[config.mk]
export PLATFORM = sky130hd
export DESIGN_NAME = doorbell_pend_ctrl
export DESIGN_NICKNAME = d
export VERILOG_FILES = /design/src/rtl/dbl_pkg.sv /design/src/rtl/dbl_decode.sv /design/src/rtl/dbl_permit.sv /design/src/rtl/doorbell_pend_ctrl.sv
export SDC_FILE = /design/constraint.sdc
export NUM_CORES = 1
export LEC_CHECK = 0
export ABC_AREA = 1
export BUFFER_PORTS_ARGS = -buffer_cell sky130_fd_sc_hd__clkbuf_2
export CORE_UTILIZATION = 40
export DETAILED_ROUTE_END_ITERATION = 6
export PLACE_DENSITY = 0.67
export SLEW_MARGIN = 20
export SYNTH_ARGS = -nofsm -noshare
export SYNTH_HDL_FRONTEND = slang
export SYNTH_SLANG_ARGS = --single-unit
[constraint.sdc]
create_clock -name clk -period 2.3 [get_ports clk]
set_clock_uncertainty 0.05 [all_clocks]
set_input_delay 0.115 -clock clk [delete_from_list [all_inputs] [get_ports clk]]
set_output_delay 0.115 -clock clk [all_outputs]
set_load 0.05 [all_outputs]
[src/rtl/dbl_pkg.sv]
package dbl_pkg;

    localparam logic [11:0] OFF_TYPE   = 12'h004;
    localparam logic [11:0] OFF_SET_NS = 12'h040;
    localparam logic [11:0] OFF_CLR_NS = 12'h048;
    localparam logic [11:0] OFF_SET_S  = 12'h050;
    localparam logic [11:0] OFF_CLR_S  = 12'h058;

    localparam int ID_W         = 10;
    localparam int FIRST_SHARED = 32;

    typedef enum logic [1:0] {
        DB_NONE = 2'd0,
        DB_SET  = 2'd1,
        DB_CLR  = 2'd2
    } db_op_e;

    // Capability word: doorbell support, bit 17 flag, line count field
    function automatic logic [31:0] type_word(input int lines);
        logic [31:0] w;
        w        = '0;
        w[17]    = 1'b1;
        w[16]    = 1'b1;
        w[4:0]   = 5'(((lines + 31) / 32) - 1);
        return w;
    endfunction

endpackage

[src/rtl/dbl_decode.sv]
module dbl_decode
    import dbl_pkg::*;
#(
    parameter int ADDR_W    = 12,
    parameter int NUM_LINES = 64
) (
    input  logic                wr_en,
    input  logic [ADDR_W-1:0]   wr_addr,
    input  logic [31:0]         wr_data,
    output db_op_e              op,
    output logic                sec_reg,
    output logic [ID_W-1:0]     id,
    output logic                id_ok
);

    always_comb begin
        op      = DB_NONE;
        sec_reg = 1'b0;
        if (wr_en) begin
            if (wr_addr == ADDR_W'(OFF_SET_NS)) begin
                op = DB_SET;
            end else if (wr_addr == ADDR_W'(OFF_CLR_NS)) begin
                op = DB_CLR;
            end else if (wr_addr == ADDR_W'(OFF_SET_S)) begin
                op      = DB_SET;
                sec_reg = 1'b1;
            end else if (wr_addr == ADDR_W'(OFF_CLR_S)) begin
                op      = DB_CLR;
                sec_reg = 1'b1;
            end
        end
    end

    assign id    = wr_data[ID_W-1:0];
    assign id_ok = (32'(id) >= FIRST_SHARED) && (32'(id) < NUM_LINES);

endmodule

[src/rtl/dbl_permit.sv]
module dbl_permit
    import dbl_pkg::*;
(
    input  db_op_e      op,
    input  logic        sec_reg,
    input  logic        wr_ns,
    input  logic        sec_off,
    input  logic        grp_bit,
    input  logic [1:0]  acc,
    input  logic        pend_bit,
    input  logic        id_ok,
    output logic        go
);

    logic is_set;
    logic changes;
    logic ns_hits_secure;
    logic level_ok;
    logic world_ok;

    assign is_set         = (op == DB_SET);
    assign changes        = is_set ? !pend_bit : pend_bit;
    assign ns_hits_secure = wr_ns && !grp_bit && !sec_off;
    assign level_ok       = is_set ? (acc != 2'd0) : (acc >= 2'd2);

    always_comb begin
        if (sec_reg) begin
            world_ok = !sec_off && !wr_ns;
        end else begin
            world_ok = !ns_hits_secure || level_ok;
        end
    end

    assign go = (op != DB_NONE) && id_ok && changes && world_ok;

endmodule

[src/rtl/doorbell_pend_ctrl.sv]
module doorbell_pend_ctrl
    import dbl_pkg::*;
#(
    parameter int ADDR_W    = 12,
    parameter int NUM_LINES = 64
) (
    input  logic                   clk,
    input  logic                   rst_n,
    input  logic                   wr_en,
    input  logic [ADDR_W-1:0]      wr_addr,
    input  logic [31:0]            wr_data,
    input  logic                   wr_ns,
    input  logic [ADDR_W-1:0]      rd_addr,
    output logic [31:0]            rd_data,
    input  logic                   cfg_load,
    input  logic                   cfg_sec_off,
    input  logic [NUM_LINES-1:0]   cfg_grp,
    input  logic [2*NUM_LINES-1:0] cfg_acc,
    output logic [NUM_LINES-1:0]   pend_o,
    output logic                   chg_o,
    output logic [9:0]             chg_id,
    output logic                   chg_set
);

    localparam int IDX_W = $clog2(NUM_LINES);
    localparam logic [31:0] TYPE_VAL = type_word(NUM_LINES);

    typedef struct packed {
        logic [NUM_LINES-1:0]   pend;
        logic [NUM_LINES-1:0]   grp;
        logic [2*NUM_LINES-1:0] acc;
        logic                   sec_off;
        logic                   chg;
        logic [ID_W-1:0]        chg_id;
        logic                   chg_set;
    } st_t;

    st_t st_d, st_q;

    db_op_e           dec_op;
    logic             dec_sec;
    logic [ID_W-1:0]  dec_id;
    logic             dec_ok;
    logic [IDX_W-1:0] idx;
    logic             go;

    dbl_decode #(.ADDR_W(ADDR_W), .NUM_LINES(NUM_LINES)) u_dec (
        .wr_en   (wr_en),
        .wr_addr (wr_addr),
        .wr_data (wr_data),
        .op      (dec_op),
        .sec_reg (dec_sec),
        .id      (dec_id),
        .id_ok   (dec_ok)
    );

    assign idx = dec_id[IDX_W-1:0];

    dbl_permit u_perm (
        .op       (dec_op),
        .sec_reg  (dec_sec),
        .wr_ns    (wr_ns),
        .sec_off  (st_q.sec_off),
        .grp_bit  (st_q.grp[idx]),
        .acc      (st_q.acc[{idx, 1'b0} +: 2]),
        .pend_bit (st_q.pend[idx]),
        .id_ok    (dec_ok),
        .go       (go)
    );

    always_comb begin
        st_d     = st_q;
        st_d.chg = 1'b0;
        if (cfg_load) begin
            st_d.grp     = cfg_grp;
            st_d.acc     = cfg_acc;
            st_d.sec_off = cfg_sec_off;
        end
        if (go) begin
            st_d.pend[idx] = (dec_op == DB_SET);
            st_d.chg       = 1'b1;
            st_d.chg_id    = dec_id;
            st_d.chg_set   = (dec_op == DB_SET);
        end
    end

    always_ff @(posedge clk) begin
        if (!rst_n) begin
            st_q <= '0;
        end else begin
            st_q <= st_d;
        end
    end

    assign rd_data = (rd_addr == ADDR_W'(OFF_TYPE)) ? TYPE_VAL : 32'd0;
    assign pend_o  = st_q.pend;
    assign chg_o   = st_q.chg;
    assign chg_id  = st_q.chg_id;
    assign chg_set = st_q.chg_set;

endmodule

Word-level counts from Yosys, hierarchy flattened:

Cells that the tools add are included.

* logic and storage cells: 57
* output and inout bits: 108
* flip-flop bits (word level): 269

* reductions and logical operators: 16
* order comparisons: 5
* shift-type cells: 1
* equal/unequal tests: 6
* muxes and demuxes: 22

Operator list (count)
* $shiftx A128 B8 Y2: 1
* $bwmux W64: 1
* $eq A12 B7 Y1 const B: 4
* $mux W18: 1
* $bmux W1 S6: 2
* $eq A12 B3 Y1 const B: 1
* $mux W12: 1
* $mux W1: 11
* $ge A10 B6 Y1 const B: 1
* $lt A10 B7 Y1 const B: 1
* $mux W2: 5
* $logic_and A1 B1 Y1: 8
* $lt A6 B7 Y1 const B: 1
* $demux W1 S6: 1
* $ge A6 B1 Y1 const B: 1
* $logic_not A1 Y1: 5
* $reduce_bool A2 Y1: 2
* $eq A2 B1 Y1 const B: 1
* $ge A2 B2 Y1 const B: 1
* $logic_or A1 B1 Y1: 1

Logic depth before layout (Yosys ltp):

Gate-level depths: netlist of run 1.

* depth after elaboration: 12
* depth in mapped cells: 22

Cells and area by module:

A second synthesis of run 1 with hierarchy kept.

* cells, all modules: 2111
* area total of the unflattened synthesis: 13533.0 sq um

By module, submodules not included
* doorbell_pend_ctrl: seq. area each 5385.2 sq um, area each 13215.2 sq um, instances 1, cells each 2047
* dbl_decode: seq. area each 0.0 sq um, area each 255.2 sq um, instances 1, cells each 51
* dbl_permit: seq. area each 0.0 sq um, area each 62.6 sq um, instances 1, cells each 13

Worst setup path after synthesis of run 1:

No wires, ideal clock.

* path type: in2reg
* from: input wr_data[0]
* to: register st_q, in the netlist pend_o[54]
* slack: 0.338 ns
* setup time: 0.110 ns
* arrival: 1.802 ns
* stages on the path: 20
* buffers on the path: 4
* cells stage by stage: buf_6 -> inv_4 -> buf_6 -> buf_4 -> nor2_1 -> o21ai_1 -> nand2_1 -> nand2_1 -> nand2_1 -> nand2_1 -> nand2_1 -> nor2_1 -> nand2_1 -> nand2_1 -> nand2_1 -> nor2_4 -> buf_2 -> nand4_1 -> nand2_1 -> nor2_1

* longest elaborated chain between the ends: 9

RTL lines
* start: declaration: line doorbell_pend_ctrl.sv:11 `input logic [31:0] wr_data,`
* parallel branches: the longest is 9 deep, another holds $ge A2 B2 Y1
* end signal: assignment: line doorbell_pend_ctrl.sv:91 `st_q <= st_d;`
* end: declaration: line doorbell_pend_ctrl.sv:38 `st_t st_d, st_q;`

Several ways; the timed one is not identified. The select of a mux whose other input is x is not followed.
A chain may end at the register's enable or synchronous reset.

Worst setup path in the final report of run 1:

* from: register st_q, in the netlist pend_o[35]
* to: register st_q, in the netlist pend_o[53]

* longest elaborated chain between the ends: 6

RTL lines
* $bmux W1 S6 *: line doorbell_pend_ctrl.sv:66 `.pend_bit (st_q.pend[idx]),`
* $mux W1 (implied by the code) *: line doorbell_pend_ctrl.sv:66
* $logic_not A1 Y1: line dbl_permit.sv:22 `assign changes = is_set ? !pend_bit : pend_bit;`
* $mux W1 *: line dbl_permit.sv:22
* $logic_and A1 B1 Y1 * (2 in a row): line dbl_permit.sv:34 `assign go = (op != DB_NONE) && id_ok && changes && world_ok;`

Mark *: on every way between the ends. The rest lies on a longest branch, timed or not. The select of a mux whose other input is x is not followed.

==> metrics, run 1 <==
outcome finished, final reports clean; crit path launch type register; Synth top cells by count 564 x nand2_1, 381 x nor2_1, 269 x dfxtp_1, 229 x o21ai_0, 187 x inv_1; Synth cell types 29; Worst Path Required 2.70 ns; achievable frequency 464.0 MHz; #FFs+latches synth 269; vias in the first global route 14,300; Seq/Total Area, Yosys 0.3961; Clock Path Buffers 3; io pins 362; Post-synth top flop dfxtp_1; post-layout util 0.5571; antenna viol nets, final 0; pin count of the biggest net entering global routing 123; setup ws final 0.1446 ns; FP Rows 67; Post-synth ARST share 0; largest family of logic cells by synthesized area simple AND/OR/NAND/NOR gates; full die area 0.03473 mm2; CP Data Arrival Time 2.56 ns; most frequent cell after synthesis nand2_1; Critical Path End Type register; setup violators final 0; mux cell area share after synthesis 0; worst hold path class in -> reg; post-synthesis compound-gate area fraction 0.1371; gr usage total 0.2571; CTS buffer count 31; initial antenna violation count 6; top cells by area, synth dfxtp_1 40%, nand2_1 16%, nor2_1 11%, o21ai_0 8.4%, buf_4 6.7%; Post-Syn Area 0.01359 mm2; mean cell area of the mapped netlist 6.409 um2; fin nets 2,804; worst rel slew slack 0.5168; Avg Vias per Cell 4.903; Pre-antenna DRT Iters 6; cell leakage power 9.269 nW; RSZ-0062 raised after global routing true; critical path fanouts, max 8; routed vias 14,840; clk sinks 269; Starting Density 0.4064; top cell type's share of synthesized area 0.3961; worst skew pair latency 0.56 ns; hpwl dp 28,150 um; drt drc 0; die width 186.4 um; first-pass GRT wire length 72,930 um; CTS tree built; overall power 0.01198 W; R2R Setup Slk 0.14 ns; Hold Path Depth 3; Hold Vio Cnt, Final 0; GRT overflow 0; Area Growth Syn to Fin 37.06%; worst slew pin tran 0.7249 ns; Yosys warning count 0; cell depth of the worst flop-to-flop path 19; GPL Wtd Cong 0.8538; H-tree level count 1; MaxCap Viol Count 0; Syn Inst Count 2,121; placed insts 2,727; Die H 186.4 um; final worst-path cycle share 0.9371; share of cells above drive strength 1 0.1750; Fillers 3,093; TNS Setup 0 ns; kind of critical path reg -> reg; Post-Synth Adder-Cell Area 0; Final Critical Period 2.155 ns; Root Driver clkbuf_16; CORE AREA 0.03345 mm2; Pins Over Slew Limit 0; Max IR drop VDD 553.9 uV; Finished Layout Cells 3,026; Setup WS pre-CTS -0.1412 ns; DRT iter0 DRCs 1,264; Synth Area in XOR/XNOR 0; routed wire length 46,100 um; PortBufs 310; area leader, netlist dfxtp_1; drt wl/cell 15.23 um; CTS clk-pin slew, worst paths 0.06 ns; Power Density 643.1 mW/mm2; Synth Area in Simple Gates 0.3070; Post-synth EDFFs 0
path summary, 6_finish.rpt:
kind                                                 to                    start
worst max register to register  pend_o[53]$_SDFFE_PN0P_  pend_o[35]$_SDFFE_PN0P_
worst min-delay path             st_q[186]$_SDFFE_PN0P_                 cfg_load
worst min register to register  pend_o[31]$_SDFFE_PN0P_  pend_o[31]$_SDFFE_PN0P_
worst max-delay path            pend_o[53]$_SDFFE_PN0P_  pend_o[35]$_SDFFE_PN0P_
placed cells by master (no fill, tap or decap), types with 9 or more instances in the layout:
| cell type | n |
|---|---|
| a21oi_1 | 74 |
| buf_12 | 22 |
| buf_4 | 38 |
| clkbuf_16 | 35 |
| clkbuf_2 | 307 |
| conb_1 | 29 |
| dfxtp_1 | 267 |
| dlygate4sd3_1 | 233 |
| inv_1 | 186 |
| nand2_1 | 561 |
| nand3_1 | 46 |
| nand4_1 | 34 |
| nor2_1 | 378 |
| nor3_1 | 9 |
| o211ai_1 | 18 |
| o21ai_0 | 227 |
| o21ai_1 | 42 |
power by group:
group / total (W) / internal [W] / switching, W
Clock: 0.00500 / 0.00299 / 0.00201
Sequential: 0.00500 / 0.00490 / 0.0000981
Combinational: 0.00199 / 0.000853 / 0.00114
metal layers:
metal	GRT usage	wire length, um	vias up
li1	-	-	7352
met1	0.3239	19570	6754
met2	0.4407	21880	623
met3	0.04081	3102	108
met4	0.09536	1538	0
met5	0	0	-
state kept, by name (all words and copies together), names as in the netlist:
name	count
chg_id	10
pend_o	64
chg_set	1
st_q	193
chg_o	1
logic make-up (layout without fill, tap and decap cells):
group,count (synthesis),after routing
AOI/OAI and AO/OA,363,363
buffers and inverters,433,856
other,1,35
DFF,269,269
and+or+nand+nor,1055,1055
layout make-up:
class | count | area (um2) | share of cell area
Multi-Input combinational cell | 1447 | 6186 | 0.3320
Sequential cell | 269 | 5388 | 0.2891
Timing Repair Buffer | 606 | 4717 | 0.2532
Clock buffer | 42 | 877.1 | 0.04707
Inverter | 195 | 739.5 | 0.03969
Tap cell | 448 | 560.5 | 0.03008
Clock inverter | 13 | 150.1 | 0.008058
Antenna cell | 6 | 15.01 | 0.0008058
through the flow:
step / instance area, um2 / hold slack [ns]
after floorplan: 13700 / 0.1999
after global placement: 15100 / 0.2874
after detailed placement: 15100 / 0.2934
after CTS: 18460 / 0.04602
after global routing: 18630 / 0.08660
final: 18630 / 0.05923
worst max-delay path, stage by stage (launching register included):
cell and delay (ns):
dfxtp_1 0.35, inv_1 0.06, nand2_1 0.05, o21ai_1 0.06, nand2_1 0.06, nand2_1 0.05
nand2_1 0.05, nand2_1 0.09, nand2_1 0.09, nand2_1 0.08, nor2_2 0.13, nand2_2 0.09
nand2_2 0.07, nand2_1 0.09, nor2_4 0.15, buf_12 0.14, clkbuf_16 0.15, nand4_1 0.10
nand2_1 0.09, nor2_1 0.04
timing repair:
action                                  4_1_cts  5_1_grt
endpoints found under the setup margin        0       39
gates resized for setup                       0       15
hold buffers                                233        0
buffers inserted                              0        1
endpoints found under the hold margin       195        0
Power figures use the tool's default switching activity.
==> run 2: changes to the inputs <==
--- a/config.mk
+++ b/config.mk
@@ -8,6 +8,7 @@
 export ABC_AREA = 1
 export BUFFER_PORTS_ARGS = -buffer_cell sky130_fd_sc_hd__clkbuf_2
 export CORE_UTILIZATION = 40
+export CTS_BUF_LIST = sky130_fd_sc_hd__clkbuf_4
 export DETAILED_ROUTE_END_ITERATION = 6
 export PLACE_DENSITY = 0.67
 export SLEW_MARGIN = 20
==> constraint.sdc (replaced) <==
create_clock -name clk -period 2.3 [get_ports clk]
set_clock_uncertainty 0.05 [all_clocks]
set_input_delay 0.46 -clock clk [delete_from_list [all_inputs] [get_ports clk]]
set_output_delay 0.46 -clock clk [all_outputs]
set_load 0.05 [all_outputs]
==> run 2 against run 1 <==
  * Highest routed layer unchanged
  * Clock power shrank 10%
  * Die area did not move
  * Setup slack improved by 0.00059 ns
  * Critical path type unchanged
  * Critical path depth down 2
  * The run now ends with DRC left
  * Clock-buffer cell count is 65 higher
==> metrics, run 2 (synthesized netlist as in run 1, its figures left out) <==
first-pass GRT wire length 71,620 um (was 72,930 um); hpwl dp 28,560 um (was 28,150 um); routed wire length 45,750 um (was 46,100 um); Critical Path, Cell by Cell o21ai_1 -> nand2_1 -> nand2_1 -> nand2_1 -> nand2_1 -> nand2_1 -> nand2_1 -> nor2_1 -> nand2_1 -> nand2_2 -> nand2_1 -> nor2_4 -> buf_12 -> clkbuf_16 -> nand4_1 -> nand2_1 -> nor2_1 (was inv_1 -> nand2_1 -> o21ai_1 -> nand2_1 -> nand2_1 -> nand2_1 -> nand2_1 -> nand2_1 -> nand2_1 -> nor2_2 -> nand2_2 -> nand2_2 -> nand2_1 -> nor2_4 -> buf_12 -> clkbuf_16 -> nand4_1 -> nand2_1 -> nor2_1); die width 186.4 um (unchanged); H-tree level count 3 (was 1); switching pwr 0.003314 W (was 0.003248 W); Worst Path Required 2.83 ns (was 2.70 ns); TNS Setup 0 ns (unchanged); CP delay by family, top simple AND/OR/NAND/NOR gates (unchanged); Worst path max stage delay 0.40 ns (was 0.35 ns); crit path launch type register (unchanged); Max stage delay cell, worst path dfxtp_1 (unchanged); MaxCap Viol Count 0 (unchanged); initial antenna violation count 2 (was 6); Critical Path End Type register (unchanged); achievable frequency 464.1 MHz (was 464.0 MHz); Hold Vio Cnt, Final 0 (unchanged); Largest Register st_q (unchanged); drt wl/cell 14.84 um (was 15.23 um); CORE AREA 0.03345 mm2 (unchanged); DRT iter0 DRCs 1,104 (was 1,264); io pins 362 (unchanged); gr usage total 0.2551 (was 0.2571); Starting Density 0.4064 (unchanged); Critical Path Most Common Cell nand2_1 (unchanged); Clock Path Buffers 3 (unchanged); routed vias 14,980 (was 14,840); antenna viol nets, final 0 (unchanged); final worst-path cycle share 0.9369 (was 0.9371); fin nets 2,829 (was 2,804); commonest non-fill, non-tap cell in the layout nand2_1 (unchanged); FP Rows 67 (unchanged); overall power 0.01141 W (was 0.01198 W); critical path fanouts, max 7 (was 8); cell leakage power 9.256 nW (was 9.269 nW); CTS buffer count 77 (was 31); vias in the first global route 14,320 (was 14,300); GRT overflow 0 (unchanged); Root Driver clkbuf_4 (was clkbuf_16); setup violators final 0 (unchanged); share of cells above drive strength 1 0.2090 (was 0.1750); Bufs and invs on worst path 2 (was 3); clk sinks 269 (unchanged); combinational power share 0.170 (was 0.166); RSZ-0062 raised after global routing true (unchanged); Clock power frac 0.392 (was 0.417); Die H 186.4 um (unchanged); worst skew pair latency 0.71 ns (was 0.56 ns); Finished Layout Cells 3,083 (was 3,026); CTS clk-pin slew, worst paths 0.07 ns (was 0.06 ns); Final Critical Period 2.155 ns (about the same); Internal Power 0.008092 W (was 0.008736 W); Area Growth Syn to Fin 34.35% (was 37.06%); power share of the sequential group 0.437 (was 0.417); placed insts 2,765 (was 2,727); Pre-antenna DRT Iters 7 (was 6); CTS tree built (unchanged); drt drc 6 (was 0); Sw Share 0.2906 (was 0.2710); setup ws final 0.1452 ns (was 0.1446 ns); Setup WS pre-CTS -0.5216 ns (was -0.1412 ns); Power Density 624.6 mW/mm2 (was 643.1 mW/mm2); worst rel slew slack 0.6063 (was 0.5168); full die area 0.03473 mm2 (unchanged); failing checks DRC; worst slew pin tran 0.5861 ns (was 0.7249 ns); kind of critical path reg -> reg (unchanged); Pins Over Slew Limit 0 (unchanged); GPL Wtd Cong 0.8600 (was 0.8538); worst hold path class in -> reg (unchanged); max reg flops 193 (unchanged); PortBufs 310 (unchanged); most frequent cells in the layout 561 x nand2_1, 380 x nor2_1, 307 x clkbuf_2 (was 561 x nand2_1, 378 x nor2_1, 307 x clkbuf_2); pin count of the biggest net entering global routing 123 (unchanged); outcome finished, violations left (was finished, final reports clean); Max IR drop VDD 356.0 uV (was 553.9 uV); Avg Vias per Cell 4.858 (was 4.903); CP Data Arrival Time 2.68 ns (was 2.56 ns)
## run 2: changes by cell type in the layout (fill, tap and decap cells not counted), sizes merged, moves of 2 or more
cell	change
inv	+2
clkinv	+18
buf	+39
clkbuf	+65
diode	-3
dlygate4sd3	-60
clkinvlp	-3
## run 2: worst paths after layout
kind,start,to,slack (ns),depth (start not counted)
setup / recovery,pend_o[58]$_SDFFE_PN0P_,pend_o[47]$_SDFFE_PN0P_,0.15,17
hold / removal,cfg_grp[45],st_q[186]$_SDFFE_PN0P_,0.06,3
setup reg to reg,pend_o[58]$_SDFFE_PN0P_,pend_o[47]$_SDFFE_PN0P_,0.15,17
hold reg to reg,pend_o[13]$_SDFFE_PN0P_,pend_o[13]$_SDFFE_PN0P_,0.39,2
## run 2: worst reg2reg max path, cell delays in order (launching register included)
cell	delay (ns)
dfxtp_1	0.40
o21ai_1	0.10
nand2_1	0.06
nand2_1	0.05
nand2_1	0.08
nand2_1	0.09
nand2_1	0.06
nand2_1	0.04
nor2_1	0.10
nand2_1	0.13
nand2_2	0.10
nand2_1	0.09
nor2_4	0.15
buf_12	0.14
clkbuf_16	0.15
nand4_1	0.11
nand2_1	0.10
nor2_1	0.04
## run 2: repair_timing
item | 4_1_cts | 5_1_grt
endpoints found under the setup margin | 0 | 34
hold buffers | 173 | 0
endpoints found under the hold margin | 173 | 0
gates resized for setup | 0 | 10
buffers inserted | 0 | 1
## run 2: final cells by class
type	count	area, um2
Clock buffer	107	803.3
Fill cell	3183	15180
Clock inverter	29	176.4
Antenna cell	3	7.507
Tap cell	448	560.5
Inverter	195	739.5
Timing Repair Buffer	585	4425
Multi-Input combinational cell	1447	6166
Sequential cell	269	5385
## run 2: stage by stage
stage / cell area (um2) / util / hold WS, ns
2_1_floorplan: 13700 / - / 0.3709
3_3_place_gp: 15390 / 0.4603 / 0.3849
3_5_place_dp: 15390 / 0.4603 / 0.3823
4_1_cts: 18110 / 0.5413 / 0.0005783
5_1_grt: 18260 / 0.5460 / 0.0003977
6_report: 18260 / 0.5460 / 0.05840
## run 2: power by group through the flow
stage | registers [W] | clock network, W | logic (W)
final | 0.00499 | 0.00448 | 0.00194
after global routing | 0.00501 | 0.00488 | 0.00214
after CTS | 0.00498 | 0.00458 | 0.00184
after detailed placement | 0.00509 | 0 | 0.00160
after global placement | 0.00508 | 0 | 0.00158
after floorplan | 0.00506 | 0 | 0.00104
## run 2: routing by layer
metal,GRT usage,up-vias,part of all wire
met5,0,-,0
met4,0.1154,0,0.035
met3,0.05266,130,0.071
met2,0.4222,699,0.47
met1,0.3186,6687,0.43
li1,-,7461,-
